--- config.mk ---
export PLATFORM = sky130hd
export DESIGN_NAME = txclk_loss_mon
export DESIGN_NICKNAME = d
export VERILOG_FILES = /design/src/rtl/txcl_pkg.sv /design/src/rtl/txcl_sync.sv /design/src/rtl/txcl_timer.sv /design/src/rtl/txcl_ctrl.sv /design/src/rtl/txclk_loss_mon.sv
export SDC_FILE = /design/constraint.sdc
export NUM_CORES = 1
export LEC_CHECK = 0
export ABC_CLOCK_PERIOD_IN_PS = 2700
export CAP_MARGIN = 20
export CORE_MARGIN = 5
export CORE_UTILIZATION = 30
export DETAILED_ROUTE_END_ITERATION = 7
export DONT_BUFFER_PORTS = 1
export PLACE_DENSITY = 0.55
export SLEW_MARGIN = 10
export SYNTH_ARGS = -nofsm -noshare
export SYNTH_HDL_FRONTEND = slang
export SYNTH_SLANG_ARGS = --single-unit
export TNS_END_PERCENT = 50
--- constraint.sdc ---
create_clock -name mclk_i -period 2.7 [get_ports mclk_i]
set_clock_uncertainty 0.1 [all_clocks]
set_input_delay 0.54 -clock mclk_i [delete_from_list [all_inputs] [get_ports mclk_i]]
set_output_delay 0.54 -clock mclk_i [all_outputs]
set_load 0.02 [all_outputs]
--- src/rtl/txcl_pkg.sv ---
package txcl_pkg;

    typedef enum logic [1:0] {
        EDGE_BOTH    = 2'd0,
        EDGE_RISING  = 2'd1,
        EDGE_FALLING = 2'd2
    } edge_sel_e;

    typedef struct packed {
        logic loss;
        logic irq;
    } ctrl_st_t;

endpackage

--- src/rtl/txcl_sync.sv ---
module txcl_sync
    import txcl_pkg::*;
#(
    parameter int        STAGES   = 2,
    parameter edge_sel_e EDGE_SEL = EDGE_BOTH
) (
    input  logic clk_i,
    input  logic rst_ni,
    input  logic async_i,
    output logic level_o,
    output logic edge_o
);
    localparam int CHAIN = STAGES + 1;

    logic [CHAIN-1:0] chain_d, chain_q;
    logic newer, older;

    always_comb begin
        chain_d = {chain_q[CHAIN-2:0], async_i};
    end

    always_ff @(posedge clk_i or negedge rst_ni) begin
        if (!rst_ni) chain_q <= '0;
        else         chain_q <= chain_d;
    end

    assign newer   = chain_q[STAGES-1];
    assign older   = chain_q[STAGES];
    assign level_o = newer;

    generate
        if (EDGE_SEL == EDGE_RISING) begin : g_rise
            assign edge_o = newer & ~older;
        end else if (EDGE_SEL == EDGE_FALLING) begin : g_fall
            assign edge_o = ~newer & older;
        end else begin : g_both
            assign edge_o = newer ^ older;
        end
    endgenerate

endmodule

--- src/rtl/txcl_timer.sv ---
module txcl_timer #(
    parameter int LIMIT = 64
) (
    input  logic clk_i,
    input  logic rst_ni,
    input  logic edge_i,
    output logic expired_o
);
    localparam int CW = $clog2(LIMIT + 1);
    localparam logic [CW-1:0] LIM = CW'(LIMIT);

    logic [CW-1:0] cnt_d, cnt_q;

    always_comb begin
        cnt_d = cnt_q;
        if (edge_i)            cnt_d = '0;
        else if (cnt_q != LIM) cnt_d = cnt_q + 1'b1;
    end

    always_ff @(posedge clk_i or negedge rst_ni) begin
        if (!rst_ni) cnt_q <= '0;
        else         cnt_q <= cnt_d;
    end

    assign expired_o = (cnt_q == LIM);

    // the counter never runs past its limit
    p_cnt_bounded_r11: assert property (@(posedge clk_i) disable iff (!rst_ni)
        cnt_q <= LIM);

    // an edge restarts the silence count
    p_edge_restarts_r3: assert property (@(posedge clk_i) disable iff (!rst_ni)
        edge_i |=> (cnt_q == '0));

endmodule

--- src/rtl/txcl_ctrl.sv ---
module txcl_ctrl
    import txcl_pkg::*;
#(
    parameter int LANES = 2
) (
    input  logic             clk_i,
    input  logic             rst_ni,
    input  logic             edge_i,
    input  logic             expired_i,
    input  logic             alarm_i,
    input  logic             ref_dis_i,
    input  logic             irq_clr_i,
    output logic             loss_o,
    output logic             irq_o,
    output logic             ref_sync_o,
    output logic [LANES-1:0] drv_en_o
);
    ctrl_st_t st_d, st_q;
    logic     loss_rise;

    always_comb begin
        st_d      = st_q;
        st_d.loss = alarm_i | (~edge_i & (st_q.loss | expired_i));
        loss_rise = st_d.loss & ~st_q.loss;
        st_d.irq  = loss_rise | (st_q.irq & ~irq_clr_i);
    end

    always_ff @(posedge clk_i or negedge rst_ni) begin
        if (!rst_ni) st_q <= '0;
        else         st_q <= st_d;
    end

    assign loss_o     = st_q.loss;
    assign irq_o      = st_q.irq;
    assign ref_sync_o = st_q.loss & ~ref_dis_i;
    assign drv_en_o   = {LANES{~st_q.loss}};

    // loss needs an expired count or the alarm simulation
    p_loss_cause_r2: assert property (@(posedge clk_i) disable iff (!rst_ni)
        $rose(st_q.loss) |-> $past(expired_i || alarm_i));

    // an edge ends a natural loss
    p_edge_clears_r5: assert property (@(posedge clk_i) disable iff (!rst_ni)
        (st_q.loss && edge_i && !alarm_i) |=> !st_q.loss);

    // alarm simulation forces loss
    p_alarm_forces_r10: assert property (@(posedge clk_i) disable iff (!rst_ni)
        alarm_i |=> st_q.loss);

    // a new loss sets the interrupt
    p_irq_on_loss_r6: assert property (@(posedge clk_i) disable iff (!rst_ni)
        $rose(st_q.loss) |-> st_q.irq);

    // the interrupt is sticky
    p_irq_holds_r7: assert property (@(posedge clk_i) disable iff (!rst_ni)
        (st_q.irq && !irq_clr_i) |=> st_q.irq);

endmodule

--- src/rtl/txclk_loss_mon.sv ---
module txclk_loss_mon
    import txcl_pkg::*;
#(
    parameter int        PERIOD_CYC   = 8,
    parameter int        MISS_PERIODS = 8,
    parameter int        SYNC_STAGES  = 2,
    parameter int        LANES        = 2,
    parameter edge_sel_e EDGE_SEL     = EDGE_BOTH
) (
    input  logic             mclk_i,
    input  logic             rst_ni,
    input  logic             txclk_i,
    input  logic             alarm_sim_i,
    input  logic             ref_sw_dis_i,
    input  logic             irq_clr_i,
    output logic             loss_o,
    output logic [LANES-1:0] drv_en_o,
    output logic             ref_sync_o,
    output logic             irq_o
);
    localparam int LIMIT = PERIOD_CYC * MISS_PERIODS;

    logic tx_level;
    logic tx_edge;
    logic expired;

    txcl_sync #(
        .STAGES   (SYNC_STAGES),
        .EDGE_SEL (EDGE_SEL)
    ) u_sync (
        .clk_i   (mclk_i),
        .rst_ni  (rst_ni),
        .async_i (txclk_i),
        .level_o (tx_level),
        .edge_o  (tx_edge)
    );

    txcl_timer #(
        .LIMIT (LIMIT)
    ) u_timer (
        .clk_i     (mclk_i),
        .rst_ni    (rst_ni),
        .edge_i    (tx_edge),
        .expired_o (expired)
    );

    txcl_ctrl #(
        .LANES (LANES)
    ) u_ctrl (
        .clk_i      (mclk_i),
        .rst_ni     (rst_ni),
        .edge_i     (tx_edge),
        .expired_i  (expired),
        .alarm_i    (alarm_sim_i),
        .ref_dis_i  (ref_sw_dis_i),
        .irq_clr_i  (irq_clr_i),
        .loss_o     (loss_o),
        .irq_o      (irq_o),
        .ref_sync_o (ref_sync_o),
        .drv_en_o   (drv_en_o)
    );

    // reset leaves the drivers enabled and no loss
    p_reset_state_r1: assert property (@(posedge mclk_i)
        !rst_ni |-> (!loss_o && !irq_o && !ref_sync_o));

endmodule

==> implementation parameters, run 1 <==
Parameter                              Value

Global routing
  Largest net degree at the start of global routing    13
  Global routing met3 resource utilization    5.98%
  Vias in the first global route    376
  Layer carrying the most global-route usage    met2
  M2 GR Usage    12.6%
  Global-route usage over all layers    8.05%
  Number of antenna violations at the first check in global routing    0
  GRT overflow    0
  Wire length of the first global-routing pass    1590 µm
  Met1 Use GR    8.84%

Clock tree
  Clock Sinks    12
  Buffer depth of the longest clock path    2
  CTS H-tree depth    1
  TritonCTS clock tree    done
  Number of gates given a new drive strength after cts    0
  Cts bufs inserted    3
  Clk Tree Root Cell    sky130_fd_sc_hd__clkbuf_4
  Clk Latency, worst-skew pair    0.26 ns
  Clock transition at the register clock pins on the worst setup and hold paths after CTS    0.07 ns

Flow run
  Number of maximum-capacitance constraint violations    0

Placement
  Placed cell areas    572 µm²
  Half-perimeter wire length after placement    742 µm
  # port buffers    0
  Placer Congestion    0.832
  Worst setup slack after placement    0.954 ns

Critical path
  Stage delay of the slowest cell on the critical path    0.47 ns
  Crit-path slowest cell    sky130_fd_sc_hd__dfrtp_1
  CP max FO    4
  Largest delay contributor family on the critical path    flip-flops
  Critical path endpoint category    output pin
  CP required    2.06 ns
  Buffers and inverters on the worst path    1
  Ordered cell list for the critical path    inv_1 -> nor2_1
  Startpoint types    register
  Worst EP arrival    1.38 ns
  Critical Setup Path Class    register to output pin

Synthesis
  Post-Synthesis Cells    53
  Number of storage elements in the synthesis netlist    12
  Nets in the synthesized netlist    61
  Synthesized cell area    548 µm²
  Unique masters post-synth    23
  Warnings, synthesis    0
  Sequential-to-total area share from yosys stat    54.8%
  Per-instance average area after synthesis    10.3 µm²

Floorplan
  Floorplan Core Area    1730 µm²
  Std cell rows    15
  Vert. Die Dim    52.7 µm
  Ports    11
  Width of the die    52.7 µm
  Full die area    2780 µm²
  Initial Util    31.7%

Min path
  Class of the tightest hold or removal check    input pin to register

Routing
  Total Wirelength    944 µm
  Wirelength per Cell    11.7 µm
  Detailed-route via count    379
  Post-detailed-route count of antenna-violating nets    0
  DRC violation total after the first TritonRoute iteration    12
  Post-detailed-route via-to-cell ratio    4.68
  First-pass iteration count of the detailed router    4
  DRC violations left    0

Cells and area
  Filler cell count in the final layout    180
  Diodes inserted    0
  Proportion of layout cells with a drive suffix above 1    8.93%
  Post-Layout Inst Area    604 µm²
  Area added between synthesis and finish    10.3%
  Count of nets after finishing    66

Power
  Pleak    0.260 nW
  Switching power    0.0992 mW
  Clock network fraction of design power    28.9%
  Portion of total power attributed to sequential cells    57.7%
  Net switching share of the total power    27.5%
  Worst vdd ir    0.000214 V
  Power Dens Cells    597 nW/µm²
  Internal Dissipation    0.261 mW
  Combinational power share    13.3%

Timing
  Final clock period utilization by the worst path    74.9%
  Max-slew violations    0
  Final critical-path setup slack    0.679 ns
  Final setup fails    0
  Unrepaired setup endpoints after global routing    false
  Shortest clock period the worst path allows after layout    2.02 ns
  Highest clock rate    495 MHz
  Hold Vio Cnt, Final    0
  Setup total negative slack    0 ns
  Worst slew margin relative to its limit    64.3%
  Worst-margin pin slew    0.534 ns

Status
  Run status    finished clean
## registers in the layout (all words and copies together), names as in the netlist
name,cells
u_ctrl.irq_o,1
u_ctrl.loss_o,1
u_timer.cnt_q,7
u_sync.chain_q,3
## kinds of logic (layout without fill, tap and decap cells)
group | Yosys count | in the layout | synth area share [%]
compound gates | 13 | 13 | 13.9
flops | 12 | 12 | 54.8
simple gates | 16 | 16 | 15.5
fa+ha+maj | 2 | 2 | 4.57
buf+inv | 6 | 9 | 4.80
xor+xnor | 4 | 4 | 6.39
## area by class of cell
cell class	count	area (µm²)	area share [%]
Sequential cell	12	300	49.7
Multi-Input combinational cell	35	221	36.6
Tap cell	25	31.3	5.18
Clock buffer	3	22.5	3.73
Inverter	5	18.8	3.11
Timing Repair Buffer	1	10.0	1.66
## layer usage
metal | wire (µm) | vias to the layer above
met5 | 0 | -
met4 | 0 | 0
met3 | 91 | 0
met1 | 426 | 170
met2 | 425 | 16
li1 | - | 193
## final timing paths
check | start | to | slack (ns) | cells past startpoint
setup / recovery | u_ctrl.loss_o | ref_sync_o | 0.68 | 2
min in group asynchronous | rst_ni | u_timer.cnt_q[2] | 0.59 | 1
hold reg to reg | u_sync.chain_q[0] | u_sync.chain_q[1] | 0.25 | 0
hold / removal | txclk_i | u_sync.chain_q[0] | 0.20 | 0
max in group asynchronous | rst_ni | u_timer.cnt_q[0] | 1.56 | 1
setup reg to reg | u_timer.cnt_q[5] | u_timer.cnt_q[2] | 1.19 | 3
## synthesized netlist by cell type, drive strengths merged
cell / instances / area, µm²
nor3: 2 / 10.0
and2: 1 / 6.26
inv: 5 / 18.8
nor4: 1 / 6.26
o31ai: 1 / 7.51
o2111ai: 1 / 8.76
o22ai: 1 / 6.26
nand2: 3 / 11.3
ha: 2 / 25.0
a21oi: 4 / 20.0
dfrtp: 12 / 300
o21ai: 4 / 20.0
a21o: 1 / 7.51
a31oi: 1 / 6.26
nor2: 3 / 11.3
xor2: 3 / 26.3
xnor2: 1 / 8.76
or3: 2 / 13.8
nand3: 3 / 15.0
buf: 1 / 7.51
or4: 1 / 11.3
## power groups by stage
stage | registers (mW) | clock network, mW | logic, mW
after global placement | 0.211 | 0 | 0.0434
after floorplan | 0.209 | 0 | 0.0392
after global routing | 0.210 | 0.122 | 0.0567
after detailed placement | 0.212 | 0 | 0.0444
after CTS | 0.208 | 0.112 | 0.0494
final | 0.208 | 0.104 | 0.0481
## worst reg2reg max path, cell delays in order (launching register included)
cell and delay (ns):
sky130_fd_sc_hd__dfrtp_1 0.41, sky130_fd_sc_hd__or4_4 0.57, sky130_fd_sc_hd__o2111ai_1 0.20, sky130_fd_sc_hd__o31ai_1 0.09
## metrics by stage
stage / instances / power [mW] / hold slack (ns) / utilization (%)
2_1_floorplan: 53 / 0.248 / 0.144 / -
3_3_place_gp: 77 / 0.255 / 0.145 / 33.1
3_5_place_dp: 77 / 0.257 / 0.145 / 33.1
4_1_cts: 81 / 0.370 / 0.187 / 35.0
5_1_grt: 81 / 0.388 / 0.177 / 35.0
6_report: 81 / 0.361 / 0.200 / 35.0
## layout by cell type, fill, tap and decap left out, types with 2 or more instances in the layout
cell type / netlist / layout
sky130_fd_sc_hd__dfrtp_1: 12 / 12
sky130_fd_sc_hd__inv_1: 5 / 5
sky130_fd_sc_hd__a21oi_1: 4 / 4
sky130_fd_sc_hd__nor2_1: 3 / 3
sky130_fd_sc_hd__nand2_1: 3 / 3
sky130_fd_sc_hd__nand3_1: 3 / 3
sky130_fd_sc_hd__o21ai_0: 3 / 3
sky130_fd_sc_hd__xor2_1: 3 / 3
sky130_fd_sc_hd__clkbuf_4: 0 / 3
sky130_fd_sc_hd__nor3_1: 2 / 2
sky130_fd_sc_hd__ha_1: 2 / 2
## repair_timing
action                    CTS  global route
hold buffers                1             0
setup buffers               0             0
hold endpoints to repair   12             0
Power figures use the tool's default switching activity.
==> run 2, diff against run 1 <==
ABC_AREA = 1   (was not set)
ABC_CLOCK_PERIOD_IN_PS = 2000   (was 2700)
clock period = 2 ns   (was 2.7 ns; I/O delays follow)
==> run 2 against run 1 <==
  * Non-clock buffer count rose by 1
  * First-iteration DRC count fell by 58%
  * Clock-buffer cell count rose by 1
  * Routed wire length grew 2.1%
  * Critical endpoint unchanged
  * Register-to-register slack got worse by 0.47 ns
  * Cell area grew 13%
  * Final cell count is 27% higher
  * Via count is 11% higher
  * Total power is 45% higher
  * Sequential share of layout area fell by 5.8 points
  * Combinational power up 21%
  * Largest cell class unchanged
==> implementation parameters, run 2 <==
Parameter                              Value

Synthesis
  Most instantiated library cell after synthesis    sky130_fd_sc_hd__nand2_1
  Nets in the synthesized netlist    79 (+30%)
  Warnings, synthesis    0 (unchanged)
  Share of Yosys cell area claimed by the top area cell type    49.7% (-5.1 points)
  Per-instance average area after synthesis    8.51 µm² (-18%)
  Proportion of register bits with asynchronous set or reset after synthesis    100% (unchanged)
  Post-Synthesis Cells    71 (+34%)
  Post-synth top flop    sky130_fd_sc_hd__dfrtp_1
  Synth cell count leaders    sky130_fd_sc_hd__nand2_1, sky130_fd_sc_hd__dfrtp_1, sky130_fd_sc_hd__nor2_1
  Unique masters post-synth    19 (-17%)
  Sequential-to-total area share from yosys stat    49.7% (-5.1 points)
  Number of storage elements in the synthesis netlist    12 (unchanged)
  Leading post-synthesis cells by cell area    sky130_fd_sc_hd__dfrtp_1, sky130_fd_sc_hd__nand2_1, sky130_fd_sc_hd__nor2_1
  Count of flip-flops with a built-in enable after synthesis    0 (unchanged)
  Leading area contributor after synthesis    sky130_fd_sc_hd__dfrtp_1
  Synthesized cell area    604 µm² (+10%)

Cells and area
  Largest Register    u_timer.cnt_q
  Largest regs    u_timer.cnt_q: 7 flops, u_sync.chain_q: 3 flops
  Area added between synthesis and finish    13.3%
  Final standard cell count with taps included and fillers excluded    103 (+27%)
  Count of nets after finishing    85 (+29%)
  Post-layout util    35.2% (+0.24 points)
  Largest register FFs    7 (unchanged)
  Diodes inserted    0 (unchanged)
  Proportion of layout cells with a drive suffix above 1    19.7% (+11 points)
  Most frequent standard cell in the layout excluding fill and tap cells    sky130_fd_sc_hd__nand2_1
  Most used cells in the layout excluding fill and tap cells    sky130_fd_sc_hd__nand2_1, sky130_fd_sc_hd__dfrtp_1, sky130_fd_sc_hd__nor2_1

Power
  Pleak    0.345 nW (+33%)
  Switching power    0.134 mW (+35%)
  Combinational power share    11.1% (-2.2 points)
  Clock network fraction of design power    36.0% (+7.1 points)
  Internal Dissipation    0.387 mW (+48%)
  Power Dens Cells    762 nW/µm² (+28%)
  Portion of total power attributed to sequential cells    52.9% (-4.8 points)
  Net switching share of the total power    25.8% (-1.8 points)
  Worst vdd ir    0.000517 V (+140%)

Timing
  Final setup fails    0 (unchanged)
  Hold Vio Cnt, Final    0 (unchanged)
  Final clock period utilization by the worst path    81.9%
  Unrepaired setup endpoints after global routing    false
  Max-slew violations    0 (unchanged)
  Worst-margin pin slew    0.553 ns (+0.0193 ns)
  Shortest clock period the worst path allows after layout    1.64 ns
  Setup total negative slack    0 ns (unchanged)
  Highest clock rate    611 MHz
  Worst slew margin relative to its limit    63.0% (-1.3 points)

Critical path
  Buffers and inverters on the worst path    1 (unchanged)
  Critical Setup Path Class    register to output pin
  CP max FO    3 (-1)
  Stage delay of the slowest cell on the critical path    0.48 ns (about the same)
  Critical path endpoint category    output pin
  Crit-path slowest cell    sky130_fd_sc_hd__dfrtp_1
  CP required    1.50 ns (-0.56 ns)
  Worst EP arrival    1.14 ns (-0.24 ns)
  Largest delay contributor family on the critical path    flip-flops
  Ordered cell list for the critical path    inv_1 -> nor2_1
  Startpoint types    register

Status
  Run status    finished clean

Routing
  Wirelength per Cell    9.36 µm (-20%)
  Total Wirelength    964 µm (+2.1%)
  First-pass iteration count of the detailed router    4 (unchanged)
  Post-detailed-route count of antenna-violating nets    0 (unchanged)
  Detailed-route via count    419 (+11%)
  Post-detailed-route via-to-cell ratio    4.07 (-13%)
  DRC violation total after the first TritonRoute iteration    5 (-7)
  DRC violations left    0 (unchanged)

Clock tree
  Clock transition at the register clock pins on the worst setup and hold paths after CTS    0.07 ns (about the same)
  Clock Sinks    12 (unchanged)
  Setup fix buffers added after clock tree synthesis    0 (unchanged)
  TritonCTS clock tree    done
  CTS H-tree depth    1 (unchanged)
  Cts bufs inserted    3 (unchanged)
  Buffer depth of the longest clock path    2 (unchanged)
  Clk Tree Root Cell    sky130_fd_sc_hd__clkbuf_4
  Clk Latency, worst-skew pair    0.27 ns (about the same)

Floorplan
  Ports    11 (unchanged)
  Floorplan Core Area    1940 µm² (+12%)
  Width of the die    54.9 µm (+4.1%)
  Initial Util    31.1% (-0.62 points)
  Full die area    3010 µm² (+8.3%)
  Vert. Die Dim    54.9 µm (+4.1%)
  Std cell rows    16 (+1)

Placement
  # port buffers    0 (unchanged)
  Half-perimeter wire length after placement    765 µm (+3.0%)
  Placer Congestion    0.720 (-14%)
  Total instance count after detailed placement    98 (+27%)

Min path
  Class of the tightest hold or removal check    input pin to register

Global routing
  Number of antenna violations at the first check in global routing    0 (unchanged)
  GRT overflow    0 (unchanged)
  Vias in the first global route    354 (-5.9%)
  Global-route usage over all layers    7.60% (-0.45 points)
  Wire length of the first global-routing pass    1570 µm (-1.3%)
  Largest net degree at the start of global routing    13 (unchanged)

Flow run
  Number of maximum-capacitance constraint violations    0 (unchanged)
==> run 2: cell count changes after synthesis, moves of 3 or more <==
cell                      before  now
sky130_fd_sc_hd__a21oi_1       4    0
sky130_fd_sc_hd__inv_1         5   10
sky130_fd_sc_hd__nand2_1       3   16
sky130_fd_sc_hd__nor2_1        3   11
sky130_fd_sc_hd__o21ai_0       3    0
==> run 2: layer usage <==
layer / vias to the layer above / routed length (µm) / GRT usage, %
met4: 0 / 0 / 1.24
met2: 6 / 421 / 10.6
met3: 0 / 53 / 5.18
met5: - / 0 / 0
li1: 227 / - / -
met1: 186 / 489 / 9.68
==> run 2: cell type report <==
class                      count  area [µm²]
tap                           27        33.8
sequential                    12         300
timing repair buffer           2        17.5
clock buffer                   4        36.3
fill                         209        1260
inverter                      11        41.3
multi-input combinational     47         255
==> run 2: path summary, 6_finish.rpt <==
check	start	to	slack, ns	cells after the start
max	u_ctrl.loss_o	ref_sync_o	0.36	2
min	txclk_i	u_sync.chain_q[0]	0.06	0
max reg2reg	u_timer.cnt_q[0]	u_timer.cnt_q[1]	0.72	8
min reg2reg	u_sync.chain_q[0]	u_sync.chain_q[1]	0.25	0
max in group asynchronous	rst_ni	u_timer.cnt_q[6]	0.98	1
min in group asynchronous	rst_ni	u_sync.chain_q[2]	0.46	1
==> run 2: stage by stage <==
step	setup WS [ns]	instance area, µm²	total power, mW	hold WS [ns]
global route	0.300	684	0.552	0.0334
finish	0.362	684	0.522	0.0557
floorplan	0.548	604	0.324	0.00441
detailed placement	0.641	638	0.334	0.00481
CTS	0.341	684	0.532	0.0433
global placement	0.648	638	0.333	0.00472
==> run 2: logic make-up after synthesis <==
group	Yosys count	share of synthesized area (%)
simple gates	40	31.7
buf+inv	12	8.08
flops	12	49.7
compound gates	4	4.97
fa+ha+maj	2	4.14
xor+xnor	1	1.45
==> run 2: timing repair <==
action / CTS / global route
hold buffers: 1 / 0
gates resized for setup: 0 / 0
endpoints found under the hold margin: 12 / 0
endpoints found under the setup margin: 0 / 0
==> run 2: power groups by stage <==
| stage | combinational [mW] | sequential, mW | clock (mW) |
|---|---|---|---|
| after floorplan | 0.0456 | 0.278 | 0 |
| after global placement | 0.0521 | 0.280 | 0 |
| after detailed placement | 0.0525 | 0.281 | 0 |
| after CTS | 0.0595 | 0.276 | 0.197 |
| after global routing | 0.0674 | 0.278 | 0.206 |
| final | 0.0580 | 0.276 | 0.188 |
